[config.mk]
export PLATFORM = sky130hd
export DESIGN_NAME = boot_map_decoder
export DESIGN_NICKNAME = d
export VERILOG_FILES = /design/src/rtl/boot_map_pkg.sv /design/src/rtl/boot_window_match.sv /design/src/rtl/boot_overlay_latch.sv /design/src/rtl/boot_select_mux.sv /design/src/rtl/boot_map_decoder.sv
export SDC_FILE = /design/constraint.sdc
export NUM_CORES = 1
export LEC_CHECK = 0
export CAP_MARGIN = 30
export CORE_AREA = 10 10 47 49
export DETAILED_ROUTE_END_ITERATION = 10
export DIE_AREA = 0 0 57 59
export DONT_BUFFER_PORTS = 1
export PLACE_DENSITY = 0.31
export SYNTH_ARGS = -nofsm -noshare
export SYNTH_HDL_FRONTEND = slang
export SYNTH_SLANG_ARGS = --single-unit
[constraint.sdc]
create_clock -name clk -period 1 [get_ports clk]
set_input_delay 0.3 -clock clk [delete_from_list [all_inputs] [get_ports clk]]
set_output_delay 0.3 -clock clk [all_outputs]
set_load 0.005 [all_outputs]
[src/rtl/boot_map_pkg.sv]
package boot_map_pkg;

   // Which device a bus cycle is routed to
   typedef enum logic [1:0] {
      SEL_NONE = 2'd0,
      SEL_RAM  = 2'd1,
      SEL_ROM  = 2'd2,
      SEL_IO   = 2'd3
   } map_sel_e;

   // Width needed to index a window of the given span
   function automatic int unsigned span_bits(input int unsigned span);
      int unsigned b;
      b = 0;
      while ((32'd1 << b) < span) b++;
      return b;
   endfunction

endpackage

[src/rtl/boot_window_match.sv]
module boot_window_match #(
   parameter int unsigned   AW   = 16,
   parameter logic [AW-1:0] BASE = 16'hFEF0,
   parameter logic [AW-1:0] LAST = 16'hFEFF
) (
   input  logic [AW-1:0] addr,
   output logic          hit
);
   localparam int unsigned SPAN    = int'(LAST) - int'(BASE) + 1;
   localparam bit          POW2    = (SPAN & (SPAN - 1)) == 0;
   localparam bit          ALIGNED = POW2 && ((int'(BASE) % SPAN) == 0);

   initial begin
      assert (LAST >= BASE)
         else $error("window end lies below window start");
   end

   generate
      if (ALIGNED) begin : g_mask
         localparam logic [AW-1:0] MASK = AW'(SPAN - 1);
         assign hit = ((addr & ~MASK) == BASE);
      end else begin : g_range
         assign hit = (addr >= BASE) && (addr <= LAST);
      end
   endgenerate

endmodule

[src/rtl/boot_overlay_latch.sv]
module boot_overlay_latch (
   input  logic clk,
   input  logic rst_n,
   input  logic io_access,
   output logic overlay_on
);
   always_ff @(posedge clk or negedge rst_n) begin
      if (!rst_n)         overlay_on <= 1'b1;
      else if (io_access) overlay_on <= 1'b0;
   end


   sticky_clear_chk: assert property (@(posedge clk) disable iff (!rst_n)
      !overlay_on |=> !overlay_on);


   clear_after_io_chk: assert property (@(posedge clk) disable iff (!rst_n)
      io_access |=> !overlay_on);

endmodule

[src/rtl/boot_select_mux.sv]
module boot_select_mux
   import boot_map_pkg::*;
(
   input  logic     bus_valid,
   input  logic     is_read,
   input  logic     in_io,
   input  logic     overlay_on,
   output map_sel_e sel
);
   always_comb begin
      if (!bus_valid)               sel = SEL_NONE;
      else if (in_io)               sel = SEL_IO;
      else if (overlay_on && is_read) sel = SEL_ROM;
      else                          sel = SEL_RAM;
   end


   no_rom_write_chk: assert final (!(sel == SEL_ROM && !is_read));

endmodule

[src/rtl/boot_map_decoder.sv]
module boot_map_decoder
   import boot_map_pkg::*;
#(
   parameter int unsigned   ADDR_W   = 16,
   parameter int unsigned   ROM_AW   = 11,
   parameter logic [ADDR_W-1:0] IO_BASE  = 16'hFEF0,
   parameter logic [ADDR_W-1:0] IO_LAST  = 16'hFEFF,
   parameter logic [ADDR_W-1:0] ROM_BASE = 16'hF800
) (
   input  logic              clk,
   input  logic              rst_n,
   input  logic [ADDR_W-1:0] addr,
   input  logic              rd_nwr,
   input  logic              bus_valid,
   output logic              ram_cs,
   output logic              rom_cs,
   output logic              io_cs,
   output logic [ROM_AW-1:0] rom_addr
);
   localparam int unsigned ROM_SPAN = (1 << ADDR_W) - int'(ROM_BASE);

   initial begin
      assert (ROM_AW < ADDR_W) else $error("ROM must be smaller than the space");
      assert (ROM_SPAN == (1 << ROM_AW))
         else $error("ROM window must run from its base to the top of the space");
      assert (span_bits(ROM_SPAN) == ROM_AW) else $error("ROM width mismatch");
   end

   logic     in_io;
   logic     overlay_on;
   map_sel_e sel;

   boot_window_match #(.AW(ADDR_W), .BASE(IO_BASE), .LAST(IO_LAST)) u_io_win (
      .addr (addr),
      .hit  (in_io)
   );

   boot_overlay_latch u_overlay (
      .clk        (clk),
      .rst_n      (rst_n),
      .io_access  (bus_valid && in_io),
      .overlay_on (overlay_on)
   );

   boot_select_mux u_mux (
      .bus_valid  (bus_valid),
      .is_read    (rd_nwr),
      .in_io      (in_io),
      .overlay_on (overlay_on),
      .sel        (sel)
   );

   assign ram_cs   = (sel == SEL_RAM);
   assign rom_cs   = (sel == SEL_ROM);
   assign io_cs    = (sel == SEL_IO);
   // ROM image mirrors across the whole space
   assign rom_addr = addr[ROM_AW-1:0];


   one_select_chk: assert property (@(posedge clk) disable iff (!rst_n)
      bus_valid |-> $countones({ram_cs, rom_cs, io_cs}) == 1);


   idle_quiet_chk: assert property (@(posedge clk) disable iff (!rst_n)
      !bus_valid |-> !(ram_cs || rom_cs || io_cs));


   rom_gone_after_io_chk: assert property (@(posedge clk) disable iff (!rst_n)
      io_cs |=> !rom_cs);


   ram_only_after_clear_chk: assert property (@(posedge clk) disable iff (!rst_n)
      !overlay_on |-> !rom_cs);

endmodule

==> results of run 1 <==
Yosys cell counts (all sizes together):
| master | n |
|---|---|
| buf | 11 |
| and4 | 4 |
| a31oi | 2 |
| a21bo | 1 |
| a41oi | 1 |
| and4b | 1 |
| dfstp | 1 |
| inv | 1 |
| nand3 | 1 |
report_power, final:
part           switching (mW)  internal (mW)
clock                       0              0
sequential           0.000303         0.0418
combinational         0.00732        0.00963
cell families (layout without fill, tap and decap cells):
logic type             Yosys count  in the layout  synth area share [%]
DFF                              1              1                  13.5
buffers and inverters           12              2                  44.2
and+or+nand+nor                  6              6                  26.3
AOI/OAI and AO/OA                4              4                  16.0
metal layers:
metal | wire length [um] | share of wire, % | up-vias
li1 | - | - | 56
met5 | 0 | 0 | -
met3 | 143 | 22 | 0
met2 | 319 | 48 | 15
met1 | 197 | 30 | 61
met4 | 0 | 0 | 0
final cells by class:
class / count / share of cell area [%]
multi-input cells: 10 / 60.3
flip-flops and latches: 1 / 18.1
well taps: 16 / 13.8
repair buffers: 1 / 5.17
inverters: 1 / 2.59
placed cells by master, fill, tap and decap left out:
| cell type | Yosys | final |
|---|---|---|
| and4_1 | 4 | 4 |
| a31oi_1 | 2 | 2 |
| and4b_2 | 1 | 1 |
| a21bo_2 | 1 | 1 |
| nand3_2 | 0 | 1 |
| inv_1 | 1 | 1 |
| a41oi_1 | 1 | 1 |
| buf_4 | 11 | 1 |
| dfstp_2 | 1 | 1 |
final timing paths:
check	end
worst max-delay path	io_cs
worst min-delay path	u_overlay.overlay_on
worst max register to register	u_overlay.overlay_on
worst min register to register	u_overlay.overlay_on
max in group asynchronous	u_overlay.overlay_on
min in group clk	u_overlay.overlay_on
timing repair:
action	4_1_cts	5_1_grt
pin swaps	0	0
hold endpoints to repair	0	0
endpoints found under the setup margin	3	3
buffers inserted	0	0
stage by stage:
step	hold slack, ns	setup TNS, ns
floorplan	0.152	-0.0922
global placement	0.152	-0.338
detailed placement	0.152	-0.328
CTS	0.152	-0.339
global route	0.152	-0.389
finish	0.152	-0.281
==> results_dict.tcl, run 1 <==
set metrics [dict create \
    drt_iter0_markers 1 \
    drive_gt1_share_pct 38.5 \
    clock_skew_ns 0 \
    peakVddDrop_mv 0.0766 \
    grt_max_degree 5 \
    slew_headroom_pct 84.2 \
    antenna_found_initial 0 \
    crit_path_end_kind "primary output" \
    grt_use_total_pct 3.27 \
    critPathTopFamily "simple AND/OR/NAND/NOR gates" \
    fin_ws_ns -0.109 \
    worst_slew_pin_slew_ns 0.236 \
    wire_per_inst_um 22.8 \
    dp_cells 29 \
    start_kind "input port" \
    pre_cts_ws_ns -0.121 \
    finalPower_mw 0.0591 \
    final_area_sq_um 145 \
    power.density_cell_area_nw_per_um2 407 \
    std_cell_rows 14 \
    grt_pass1_vias 161 \
    place_congestion 0.639 \
    regArea_sq_um 26.3 \
    synth_seq_cells 1 \
    nNetsFinal 35 \
    synth.area.top_cells "buf_4, and4_1, dfstp_2" \
    ant_nets 0 \
    synth_top_area_share_pct 42.3 \
    critical_path_class "input port to primary output" \
    grt_pass1_wl_um 903 \
    fin_util_pct 10.4 \
    p_leak_nw 0.0574 \
    avgSynthCellArea_sq_um 8.49 \
    busiest_layer "met2" \
    netlist_instances 23 \
    outcome "finished, violations left" \
    ys_seq_area_share_pct 13.5 \
    rsz0062_at_grt "yes" \
    placed_area_sq_um 145 \
    fin_crit_ns 1.11 \
    crit_buf_inv 0 \
    met1_usage_pct 2.71 \
    slowest_delay_ns 0.29 \
    final-setup-viol-count 3 \
    die_area_sq_um 3360 \
    reg2regPathDepth 2 \
    design.core.area_sq_um 1400 \
    die_x_um 57 \
    slew_violations 0 \
    stdcell_count 29 \
    r2r_start "u_overlay.overlay_on" \
    fill_cells 172 \
    cpMaxStageDelayCell "and4b_2" \
    critPathMaxFanout 4 \
    vias 132 \
    setup.worst_path.start "addr[8]" \
    globalRouteMet3Util_pct 3.22 \
    largest_reg_flops 1 \
    hp-class "input port to asynchronous set/reset pin" \
    gr-usage-met2_pct 5.89 \
    yosysWarnings 0 \
    grt-ovfl-total 0 \
    fmax_ghz 0.902 \
    post_cts_resized 0 \
    syn_area_sq_um 195 \
    route.detailed.drc 0 \
    min_period_over_period_pct 111 \
    initial_core_util_pct 13.9 \
    synth_nets 43 \
    crit_arrival_ns 0.81 \
    drt_wl_total_um 661 \
    violations "setup timing" \
    largest_register "u_overlay.overlay_on" \
    via_per_inst 4.55 \
    rrSetupSlack_ns 0.19 \
    diodes 0 \
    largest_registers "u_overlay.overlay_on: 1 flops" \
    path_cells "and4b_2, and4_1" \
    dr.pass1.iters 2 \
    yosys.area.top_type "buf_4" \
    pin_count 34 \
    hold_violations 0 \
    yosysUniqueCellTypes 9 \
    maxCapViolCount 0 \
    cp_num_cells 2 \
    clkLatencyLatePin_ns 0 \
    area_growth_pct -25.6 \
    cts_hold_buf 0 \
    die_y_um 59 \
    clkTransAtPathRegs_ns 0 \
    critPathRequiredTime_ns 0.70 \
    multi_input_area_sq_um 87.6 \
    portBuffers 0 \
]
No activity file was read; power rests on OpenSTA's default activity.
==> run 2: changes to the inputs <==
PLACE_DENSITY = 0.3   (was 0.31)
clock period = 1.1 ns   (was 1 ns; I/O delays follow)
==> results_dict.tcl, run 2 (synthesis results as in run 1) <==
set metrics [dict create \
    start_kind "input port" \
    critical_path_class "input port to primary output" \
    rsz0062_at_grt "yes" \
    design.core.area_sq_um 1400 \
    critPathTopFamily "simple AND/OR/NAND/NOR gates" \
    area_growth_pct -32.1 \
    die_area_sq_um 3360 \
    p_leak_nw 0.0502 \
    worst_slew_pin_slew_ns 0.251 \
    crit_buf_inv 0 \
    largest_registers "u_overlay.overlay_on: 1 flops" \
    hp-class "input port to asynchronous set/reset pin" \
    diodes 0 \
    critPathMaxFanout 4 \
    portBuffers 0 \
    violations "setup timing" \
    fin_util_pct 9.46 \
    crit_path_end_kind "primary output" \
    clkTransAtPathRegs_ns 0 \
    clkLatencyLatePin_ns 0 \
    route.detailed.drc 0 \
    final_cell_mix "and4_1, a31oi_1" \
    finalPower_mw 0.0517 \
    grt_use_total_pct 3.10 \
    slew_headroom_pct 83.2 \
    peakVddDrop_mv 0.0568 \
    std_cell_rows 14 \
    die_x_um 57 \
    slowest_delay_ns 0.29 \
    die_y_um 59 \
    wire_per_inst_um 23.1 \
    mostFrequentLayoutCell "and4_1" \
    place_congestion 0.599 \
    fin_ws_ns -0.0688 \
    cts_hold_buf 0 \
    crit_arrival_ns 0.84 \
    fmax_ghz 0.856 \
    path_cells "and4b_2, and4_1" \
    hold_violations 0 \
    min_period_over_period_pct 106 \
    grt_pass1_wl_um 834 \
    largest_reg_flops 1 \
    grt_pass1_vias 147 \
    post_cts_buffers 0 \
    initial_core_util_pct 13.9 \
    maxCapViolCount 0 \
    via_per_inst 4.39 \
    drt_iter0_markers 1 \
    pre_cts_ws_ns -0.0794 \
    dr.pass1.iters 2 \
    cpMaxStageDelayCell "and4b_2" \
    nNetsFinal 34 \
    power.density_cell_area_nw_per_um2 390 \
    drive_gt1_share_pct 25.0 \
    slew_violations 0 \
    drt_wl_total_um 647 \
    ant_nets 0 \
    grt-ovfl-total 0 \
    outcome "finished, violations left" \
    pin_count 34 \
    antenna_found_initial 0 \
    vias 123 \
    final-setup-viol-count 3 \
    post_cts_resized 0 \
    clock_skew_ns 0 \
    critPathRequiredTime_ns 0.77 \
    largest_register "u_overlay.overlay_on" \
    grt_max_degree 5 \
    fin_crit_ns 1.17 \
]
## run 2: stage by stage
step	hold slack [ns]	TNS, ns	cell area, sq um	cells
after floorplan	0.182	-0.0218	195	23
after global placement	0.182	-0.190	133	28
after detailed placement	0.182	-0.193	133	28
after CTS	0.182	-0.201	133	28
after global routing	0.182	-0.241	133	28
final	0.182	-0.163	133	28
## run 2: worst reg2reg max path, cell delays in order (launching register included)
cell	delay, ns
dfstp_2	0.52
inv_1	0.04
a41oi_1	0.16
## run 2: routing by layer
metal	up-vias	wire, um	GRT usage [%]
met1	53	200	3.06
met5	-	0	0
met4	0	0	0
met3	0	107	1.93
li1	54	-	-
met2	16	339	5.74
## run 2: final timing paths
kind	start	depth (start not counted)	slack (ns)	end
max in group asynchronous	rst_n	0	0.90	u_overlay.overlay_on
hold reg to reg	u_overlay.overlay_on	2	0.44	u_overlay.overlay_on
min in group clk	addr[5]	1	0.42	u_overlay.overlay_on
hold / removal	rst_n	0	0.18	u_overlay.overlay_on
setup / recovery	addr[8]	2	-0.07	io_cs
setup reg to reg	u_overlay.overlay_on	2	0.30	u_overlay.overlay_on
## run 2: report_power, final
part	internal [mW]	total [mW]	switching (mW)
sequential	0.0380	0.0382	0.000210
combinational	0.00700	0.0135	0.00649
clock	0	0	0
total	0.0450	0.0517	0.00670
## run 2: layout make-up
class | count | area (sq um)
Fill cell | 174 | 1270
Inverter | 1 | 3.75
Multi-Input combinational cell | 10 | 82.6
Sequential cell | 1 | 26.3
Tap cell | 16 | 20.0
